### config.mk
export PLATFORM = sky130hd
export DESIGN_NAME = bus_timeout_mon
export DESIGN_NICKNAME = d
export VERILOG_FILES = /design/src/rtl/bto_pkg.sv /design/src/rtl/bto_window_cnt.sv /design/src/rtl/bto_tracker.sv /design/src/rtl/bto_err_gen.sv /design/src/rtl/bus_timeout_mon.sv
export SDC_FILE = /design/constraint.sdc
export NUM_CORES = 1
export LEC_CHECK = 0
export ABC_CLOCK_PERIOD_IN_PS = 1100
export CORE_AREA = 2 2 39 41
export DETAILED_ROUTE_END_ITERATION = 7
export DIE_AREA = 0 0 41 43
export SLEW_MARGIN = 10
export SYNTH_ARGS = -nofsm -noshare
export SYNTH_HDL_FRONTEND = slang
export SYNTH_SLANG_ARGS = --single-unit
### constraint.sdc
create_clock -name clk_i -period 1.1 [get_ports clk_i]
set_input_delay 0.33 -clock clk_i [delete_from_list [all_inputs] [get_ports clk_i]]
set_output_delay 0.33 -clock clk_i [all_outputs]
set_load 0.005 [all_outputs]
### src/rtl/bto_pkg.sv
package bto_pkg;
   typedef enum logic {
      KIND_DATA  = 1'b0,
      KIND_FETCH = 1'b1
   } xfer_kind_e;
endpackage

### src/rtl/bto_window_cnt.sv
// Cycle counter for the response window. It raises last_o on the final edge
// at which the pending transfer may still complete.
module bto_window_cnt #(
   parameter int WINDOW     = 15,
   parameter bit COUNT_DOWN = 1'b0
) (
   input  logic clk_i,
   input  logic rst_ni,
   input  logic load_i,
   input  logic run_i,
   output logic last_o
);
   localparam int CNT_W = (WINDOW > 2) ? $clog2(WINDOW) : 1;
   localparam logic [CNT_W-1:0] TERM = CNT_W'(WINDOW - 1);

   logic [CNT_W-1:0] cnt_q;

   generate
      if (COUNT_DOWN) begin : g_down
         always_ff @(posedge clk_i or negedge rst_ni) begin
            if (!rst_ni) begin
               cnt_q <= '0;
            end else if (load_i) begin
               cnt_q <= TERM;
            end else if (run_i && (cnt_q != '0)) begin
               cnt_q <= cnt_q - 1'b1;
            end
         end
         assign last_o = (cnt_q == '0);
      end else begin : g_up
         always_ff @(posedge clk_i or negedge rst_ni) begin
            if (!rst_ni) begin
               cnt_q <= '0;
            end else if (load_i) begin
               cnt_q <= '0;
            end else if (run_i && (cnt_q != TERM)) begin
               cnt_q <= cnt_q + 1'b1;
            end
         end
         assign last_o = (cnt_q == TERM);
      end
   endgenerate
endmodule

### src/rtl/bto_tracker.sv
// Holds whether a transfer is pending and of which type, and decides how it ends.
module bto_tracker
   import bto_pkg::*;
(
   input  logic       clk_i,
   input  logic       rst_ni,
   input  logic       req_i,
   input  logic       ext_i,
   input  xfer_kind_e kind_i,
   input  logic       ack_i,
   input  logic       serr_i,
   input  logic       last_i,
   output logic       start_o,
   output logic       busy_o,
   output xfer_kind_e kind_o,
   output logic       slv_fail_o,
   output logic       tmo_o
);
   logic       busy_q;
   xfer_kind_e kind_q;
   logic       keep;

   assign start_o    = req_i & ~ext_i;
   assign slv_fail_o = busy_q & serr_i;
   assign tmo_o      = busy_q & ~ack_i & ~serr_i & last_i;
   assign keep       = busy_q & ~ack_i & ~serr_i & ~last_i;

   always_ff @(posedge clk_i or negedge rst_ni) begin
      if (!rst_ni) begin
         busy_q <= 1'b0;
         kind_q <= KIND_DATA;
      end else begin
         busy_q <= start_o | keep;
         if (start_o) begin
            kind_q <= kind_i;
         end
      end
   end

   assign busy_o = busy_q;
   assign kind_o = kind_q;
endmodule

### src/rtl/bto_err_gen.sv
// Registers the error pulse and its type toward the CPU.
module bto_err_gen
   import bto_pkg::*;
(
   input  logic       clk_i,
   input  logic       rst_ni,
   input  logic       slv_fail_i,
   input  logic       tmo_i,
   input  xfer_kind_e kind_i,
   output logic       err_o,
   output logic       err_fetch_o
);
   logic fail;

   assign fail = slv_fail_i | tmo_i;

   always_ff @(posedge clk_i or negedge rst_ni) begin
      if (!rst_ni) begin
         err_o       <= 1'b0;
         err_fetch_o <= 1'b0;
      end else begin
         err_o       <= fail;
         err_fetch_o <= fail & (kind_i == KIND_FETCH);
      end
   end
endmodule

### src/rtl/bus_timeout_mon.sv
module bus_timeout_mon
   import bto_pkg::*;
#(
   parameter int WINDOW     = 15,
   parameter bit COUNT_DOWN = 1'b0
) (
   input  logic clk_i,
   input  logic rst_ni,
   input  logic req_i,
   input  logic ack_i,
   input  logic serr_i,
   input  logic fetch_i,
   input  logic ext_i,
   output logic err_o,
   output logic err_fetch_o
);
   generate
      if (WINDOW < 2) begin : g_bad_window
         $error("bus_timeout_mon: WINDOW must be at least 2");
      end
   endgenerate

   logic       trk_start;
   logic       trk_busy;
   logic       trk_last;
   logic       trk_slv_fail;
   logic       trk_tmo;
   xfer_kind_e trk_kind;
   xfer_kind_e req_kind;

   assign req_kind = fetch_i ? KIND_FETCH : KIND_DATA;

   bto_tracker u_trk (
      .clk_i      (clk_i),
      .rst_ni     (rst_ni),
      .req_i      (req_i),
      .ext_i      (ext_i),
      .kind_i     (req_kind),
      .ack_i      (ack_i),
      .serr_i     (serr_i),
      .last_i     (trk_last),
      .start_o    (trk_start),
      .busy_o     (trk_busy),
      .kind_o     (trk_kind),
      .slv_fail_o (trk_slv_fail),
      .tmo_o      (trk_tmo)
   );

   bto_window_cnt #(
      .WINDOW     (WINDOW),
      .COUNT_DOWN (COUNT_DOWN)
   ) u_cnt (
      .clk_i  (clk_i),
      .rst_ni (rst_ni),
      .load_i (trk_start),
      .run_i  (trk_busy),
      .last_o (trk_last)
   );

   bto_err_gen u_err (
      .clk_i       (clk_i),
      .rst_ni      (rst_ni),
      .slv_fail_i  (trk_slv_fail),
      .tmo_i       (trk_tmo),
      .kind_i      (trk_kind),
      .err_o       (err_o),
      .err_fetch_o (err_fetch_o)
   );
endmodule

==> impl_metrics.tcl, run 1 <==
set metrics [dict create \
    firstDrtPassIters 3 \
    fin_ws_ns -0.0308 \
    synth-seq-cells 8 \
    die_y_um 43 \
    required_ns 1.25 \
    dieArea_um2 1760 \
    setup_viol 1 \
    fin_nets 63 \
    syn_area_um2 393 \
    vias 324 \
    drc 0 \
    criticalPathCategory "flop to flop" \
    wl_per_cell_um 12.0 \
    syn-instance-count 38 \
    cts_tree "built" \
    dp_cells 64 \
    maxCapViolations 0 \
    grt_pass1_vias 303 \
    clk_latency_ns 0.26 \
    drtIter0Drc 4 \
    mostFrequentLayoutCells "dfrtp_1, clkdlybuf4s50_1, buf_4" \
    initial_core_util_pct 28.4 \
    clk_pin_slew_ns 0.06 \
    rsz0062_at_grt "true" \
    mostFrequentLayoutCell "dfrtp_1" \
    preCtsSetupSlack_ns -0.280 \
    diodes 0 \
    startpoint_type "flop" \
    grt_start_max_net_pins 9 \
    cp.arrival_ns 1.28 \
    fmax_ghz 0.884 \
    ant_nets 0 \
    synth_cell_types 21 \
    slew-limit-headroom_pct 75.6 \
    grt_pass1_wl_um 1270 \
    hold_path_class "input pin to async pin" \
    clock_skew_ns 0.00405 \
    cts_made_buffers 3 \
    post-dp-hpwl_um 566 \
    numPortBuffers 8 \
    fin_cells 68 \
    syn_to_final_growth_pct 44.3 \
    avgViaCountPerCell 4.76 \
    drive_above_1_share_pct 36.5 \
    cp-end-kind "flop" \
    synth_warnings 0 \
    core_um2 1380 \
    grtUsageTotal_pct 11.1 \
    h-tree-depth 1 \
    io_pins 9 \
    worst_pin_slew_ns 0.364 \
    failed_checks "setup timing" \
    cts_root_buf "clkbuf_4" \
    final_hold_viol_count 0 \
    n_fill_cell 132 \
    power_density_nw_per_um2 1370 \
    gp_congestion 0.869 \
    avgSynthCellArea_um2 10.3 \
    clock_path_buffers 2 \
    final_util_pct 41.0 \
    routed_wirelength_um 816 \
    regArea_um2 201 \
    leakage_nw 0.253 \
    crit_fanout 4 \
    antenna_found_initial 0 \
    fp-row-count 14 \
    fp.dieW_um 41 \
    holdBufCountCts 0 \
    period_needed_ns 1.13 \
    syn-num-nets 47 \
    seq_area_frac_synth_pct 51.0 \
    cts_num_sinks 8 \
    ir_worst_vdd_v 0.000572 \
    power_uw 776 \
    drv_slew 0 \
    overflow 0 \
    status "complete, but fails checks" \
    finalCritPeriodShare_pct 103 \
    multi_input_area_um2 211 \
]
[synth_stat cells]
master    instances  area share, %
nor2_1            1           0.95
a211oi_1          1            1.9
inv_2             1           0.95
nand4_1           1            1.6
inv_1             2            1.9
and3_4            1            2.9
dfrtp_1           8             51
a21oi_1           3            3.8
nand2_1           4            3.8
nand2b_1          1            1.6
nor3_1            2            2.5
o211a_1           1            2.5
nand3_1           3            3.8
ha_1              2            6.4
o31ai_1           1            1.9
buf_4             1            1.9
nor4_2            1            3.2
a31o_1            1            2.2
and2b_1           1            1.9
o21a_1            1            1.9
o21ai_0           1            1.3
[report_power, final]
| part | leakage [nW] | internal [mW] | total, mW | switching (mW) |
|---|---|---|---|---|
| clock | 0.0138 | 0.125 | 0.233 | 0.108 |
| sequential | 0.105 | 0.324 | 0.352 | 0.0285 |
| combinational | 0.135 | 0.113 | 0.191 | 0.0782 |
[registers in the layout, summed over array words and instances, names as in the netlist]
register / count
u_err.err_o: 1
u_trk.busy_o: 1
u_err.err_fetch_o: 1
u_cnt.cnt_q: 4
u_trk.kind_o: 1
[logic make-up after synthesis]
family	after synthesis	share of synthesized area, %
AOI/OAI and AO/OA	9	15.6
adders and majority gates	2	6.37
buffers and inverters	4	4.78
DFF	8	51.0
and+or+nand+nor	15	22.3
[area by class of cell]
cell class                      instances  area share, %
Multi-Input combinational cell         26           37.3
Sequential cell                         8           35.5
Timing Repair Buffer                   12           17.7
Clock buffer                            3           3.97
Tap cell                               16           3.53
Inverter                                3           1.99
[final timing paths]
check / from / to / depth (start not counted) / slack (ns)
min: rst_ni / u_cnt.cnt_q[3] / 1 / 0.35
max reg2reg: u_cnt.cnt_q[0] / u_cnt.cnt_q[1] / 5 / -0.03
min in group clk_i: u_trk.kind_o / u_trk.kind_o / 2 / 0.48
max in group asynchronous: rst_ni / u_trk.busy_o / 1 / 0.46
min reg2reg: u_trk.kind_o / u_trk.kind_o / 2 / 0.48
max: u_cnt.cnt_q[0] / u_cnt.cnt_q[1] / 5 / -0.03
[what timing repair did]
item	4_1_cts	5_1_grt
cloned	0	0
pin swaps	2	1
buffers inserted	0	1
setup endpoints to repair	7	6
resized for setup	12	6
[critical path: stages (launching register included)]
cell,delay (ns)
dfrtp_1,0.39
inv_2,0.08
ha_4,0.15
and3_4,0.20
nor4_4,0.04
a31o_1,0.17
[stage by stage]
step | hold slack [ns] | setup TNS [ns] | instance area [um2]
final | 0.349 | -0.0308 | 567
after CTS | 0.365 | -0.0299 | 541
after detailed placement | 0.463 | -1.30 | 510
after global routing | 0.377 | -0.200 | 567
after floorplan | 0.0344 | -0.0446 | 395
after global placement | 0.464 | -1.28 | 510
[routing by layer]
layer  wire length (um)  part of all wire [%]  GRT usage (%)  vias up
li1                   -                     -              -      164
met1                408                    50           16.3      152
met2                379                    46           13.1        6
met3                 18                   2.2           1.57        2
met4                 10                   1.2           10.0        0
met5                  0                     0              0        -
Power figures use the tool's default switching activity.
==> run 2, diff against run 1 <==
--- a/config.mk
+++ b/config.mk
@@ -5,7 +5,7 @@
 export SDC_FILE = /design/constraint.sdc
 export NUM_CORES = 1
 export LEC_CHECK = 0
-export ABC_CLOCK_PERIOD_IN_PS = 1100
+export ABC_CLOCK_PERIOD_IN_PS = 1050
 export CORE_AREA = 2 2 39 41
 export DETAILED_ROUTE_END_ITERATION = 7
 export DIE_AREA = 0 0 41 43
==> constraint.sdc (replaced) <==
create_clock -name clk_i -period 1.05 [get_ports clk_i]
set_input_delay 0.315 -clock clk_i [delete_from_list [all_inputs] [get_ports clk_i]]
set_output_delay 0.315 -clock clk_i [all_outputs]
set_load 0.005 [all_outputs]
==> run 2 against run 1 <==
The flow still finishes with violations (setup timing). Clock skew increased by 0.00053 ns. Routed wire length fell by 6.9%. Sequential share of layout area shrank 0.98 points. Global-route usage is 0.72 points higher. Highest routed layer unchanged.
==> impl_metrics.tcl, run 2 (same netlist as run 1, synthesis figures left out) <==
set metrics [dict create \
    fin_ws_ns -0.0858 \
    clk_latency_ns 0.25 \
    top_register "u_cnt.cnt_q" \
    required_ns 1.19 \
    failed_checks "setup timing" \
    post-dp-hpwl_um 546 \
    clock_skew_ns 0.00458 \
    holdBufCountCts 0 \
    core_um2 1380 \
    fmax_ghz 0.880 \
    fp-row-count 14 \
    grt_start_max_net_pins 9 \
    largest_register_ffs 4 \
    numPortBuffers 8 \
    finalCritPeriodShare_pct 108 \
    ir_worst_vdd_v 0.000610 \
    n_fill_cell 138 \
    io_pins 9 \
    drc 0 \
    clk_pin_slew_ns 0.06 \
    cp-end-kind "flop" \
    period_needed_ns 1.14 \
    tns_ns -0.193 \
    dieArea_um2 1760 \
    preCtsSetupSlack_ns -0.334 \
    ant_nets 0 \
    final_hold_viol_count 0 \
    die_y_um 43 \
    mostFrequentLayoutCell "dfrtp_1" \
    antenna_found_initial 0 \
    routed_wirelength_um 760 \
    cp.arrival_ns 1.28 \
    cts_made_buffers 3 \
    leakage_nw 0.263 \
    gp_congestion 0.878 \
    fin_nets 63 \
    post_cts_buffers 0 \
    rsz0062_at_grt "true" \
    cts_tree "built" \
    drive_above_1_share_pct 36.5 \
    criticalPathCategory "flop to flop" \
    worst_pin_slew_ns 0.301 \
    grt_pass1_vias 323 \
    h-tree-depth 1 \
    maxCapViolations 0 \
    clock_path_buffers 2 \
    vias 327 \
    hold_path_class "input pin to async pin" \
    mostFrequentLayoutCells "dfrtp_1, clkdlybuf4s50_1" \
    grtUsageTotal_pct 11.8 \
    initial_core_util_pct 28.4 \
    diodes 0 \
    firstDrtPassIters 4 \
    grt_pass1_wl_um 1360 \
    syn_to_final_growth_pct 47.5 \
    slew-limit-headroom_pct 80.0 \
    cts_num_sinks 8 \
    drv_slew 0 \
    status "complete, but fails checks" \
    drtIter0Drc 14 \
    startpoint_type "flop" \
    setup_viol 5 \
    avgViaCountPerCell 4.81 \
    crit_fanout 4 \
    wl_per_cell_um 11.2 \
    overflow 0 \
    fp.dieW_um 41 \
    power_density_nw_per_um2 1410 \
    cts_root_buf "clkbuf_4" \
]
## run 2: cell count changes in the layout (fill, tap and decap cells not counted), sizes merged
cell,change
clkbuf,+1
dlymetal6s2s,+1
buf,-1
clkdlybuf4s50,-1
## run 2: what timing repair did
| action | CTS | global route |
|---|---|---|
| resized for setup | 11 | 7 |
| endpoints found under the hold margin | 0 | 0 |
| setup endpoints to repair | 8 | 10 |
| pin swaps | 2 | 2 |
## run 2: layer usage
layer | routed length [um] | share of wire [%] | vias up | track usage, %
li1 | - | - | 162 | -
met4 | 10 | 1.3 | 0 | 10.0
met1 | 366 | 48 | 147 | 16.7
met2 | 349 | 46 | 14 | 15.0
met3 | 33 | 4.3 | 4 | 1.57
met5 | 0 | 0 | - | 0
## run 2: cell type report
type / count / area, um2 / area share [%]
clock buffers: 3 / 22.5 / 3.89
inverters: 3 / 11.3 / 1.94
multi-input cells: 26 / 219 / 37.8
flip-flops and latches: 8 / 200 / 34.6
well taps: 16 / 20.0 / 3.46
repair buffers: 12 / 106 / 18.4
## run 2: worst paths after layout
kind,from,endpoint,slack [ns],cells past startpoint
setup / recovery,u_cnt.cnt_q[0],u_cnt.cnt_q[1],-0.09,5
hold / removal,rst_ni,u_cnt.cnt_q[3],0.34,2
setup reg to reg,u_cnt.cnt_q[0],u_cnt.cnt_q[1],-0.09,5
hold reg to reg,u_trk.kind_o,u_trk.kind_o,0.48,2
max in group asynchronous,rst_ni,u_trk.busy_o,0.58,2
min in group clk_i,ext_i,u_trk.busy_o,0.43,3
## run 2: critical path: stages (launching register included)
cell	delay (ns)
dfrtp_1	0.39
inv_2	0.08
ha_4	0.15
and3_4	0.19
nor4_4	0.04
a31o_1	0.18
## run 2: through the flow
stage / hold slack (ns) / total power, mW / instance area (um2) / util, % / cells
5_1_grt: 0.355 / 0.864 / 579 / 41.9 / 68
4_1_cts: 0.339 / 0.788 / 556 / 40.1 / 68
3_3_place_gp: 0.464 / 0.529 / 518 / 37.4 / 65
6_report: 0.339 / 0.814 / 579 / 41.9 / 68
3_5_place_dp: 0.467 / 0.528 / 518 / 37.4 / 65
2_1_floorplan: 0.0194 / 0.442 / 395 / - / 38
## run 2: report_power, final
part           leakage, nW  switching, mW  internal [mW]
logic                0.143         0.0863          0.119
clock network       0.0138          0.108          0.131
registers            0.106         0.0315          0.339
total                0.263          0.226          0.588
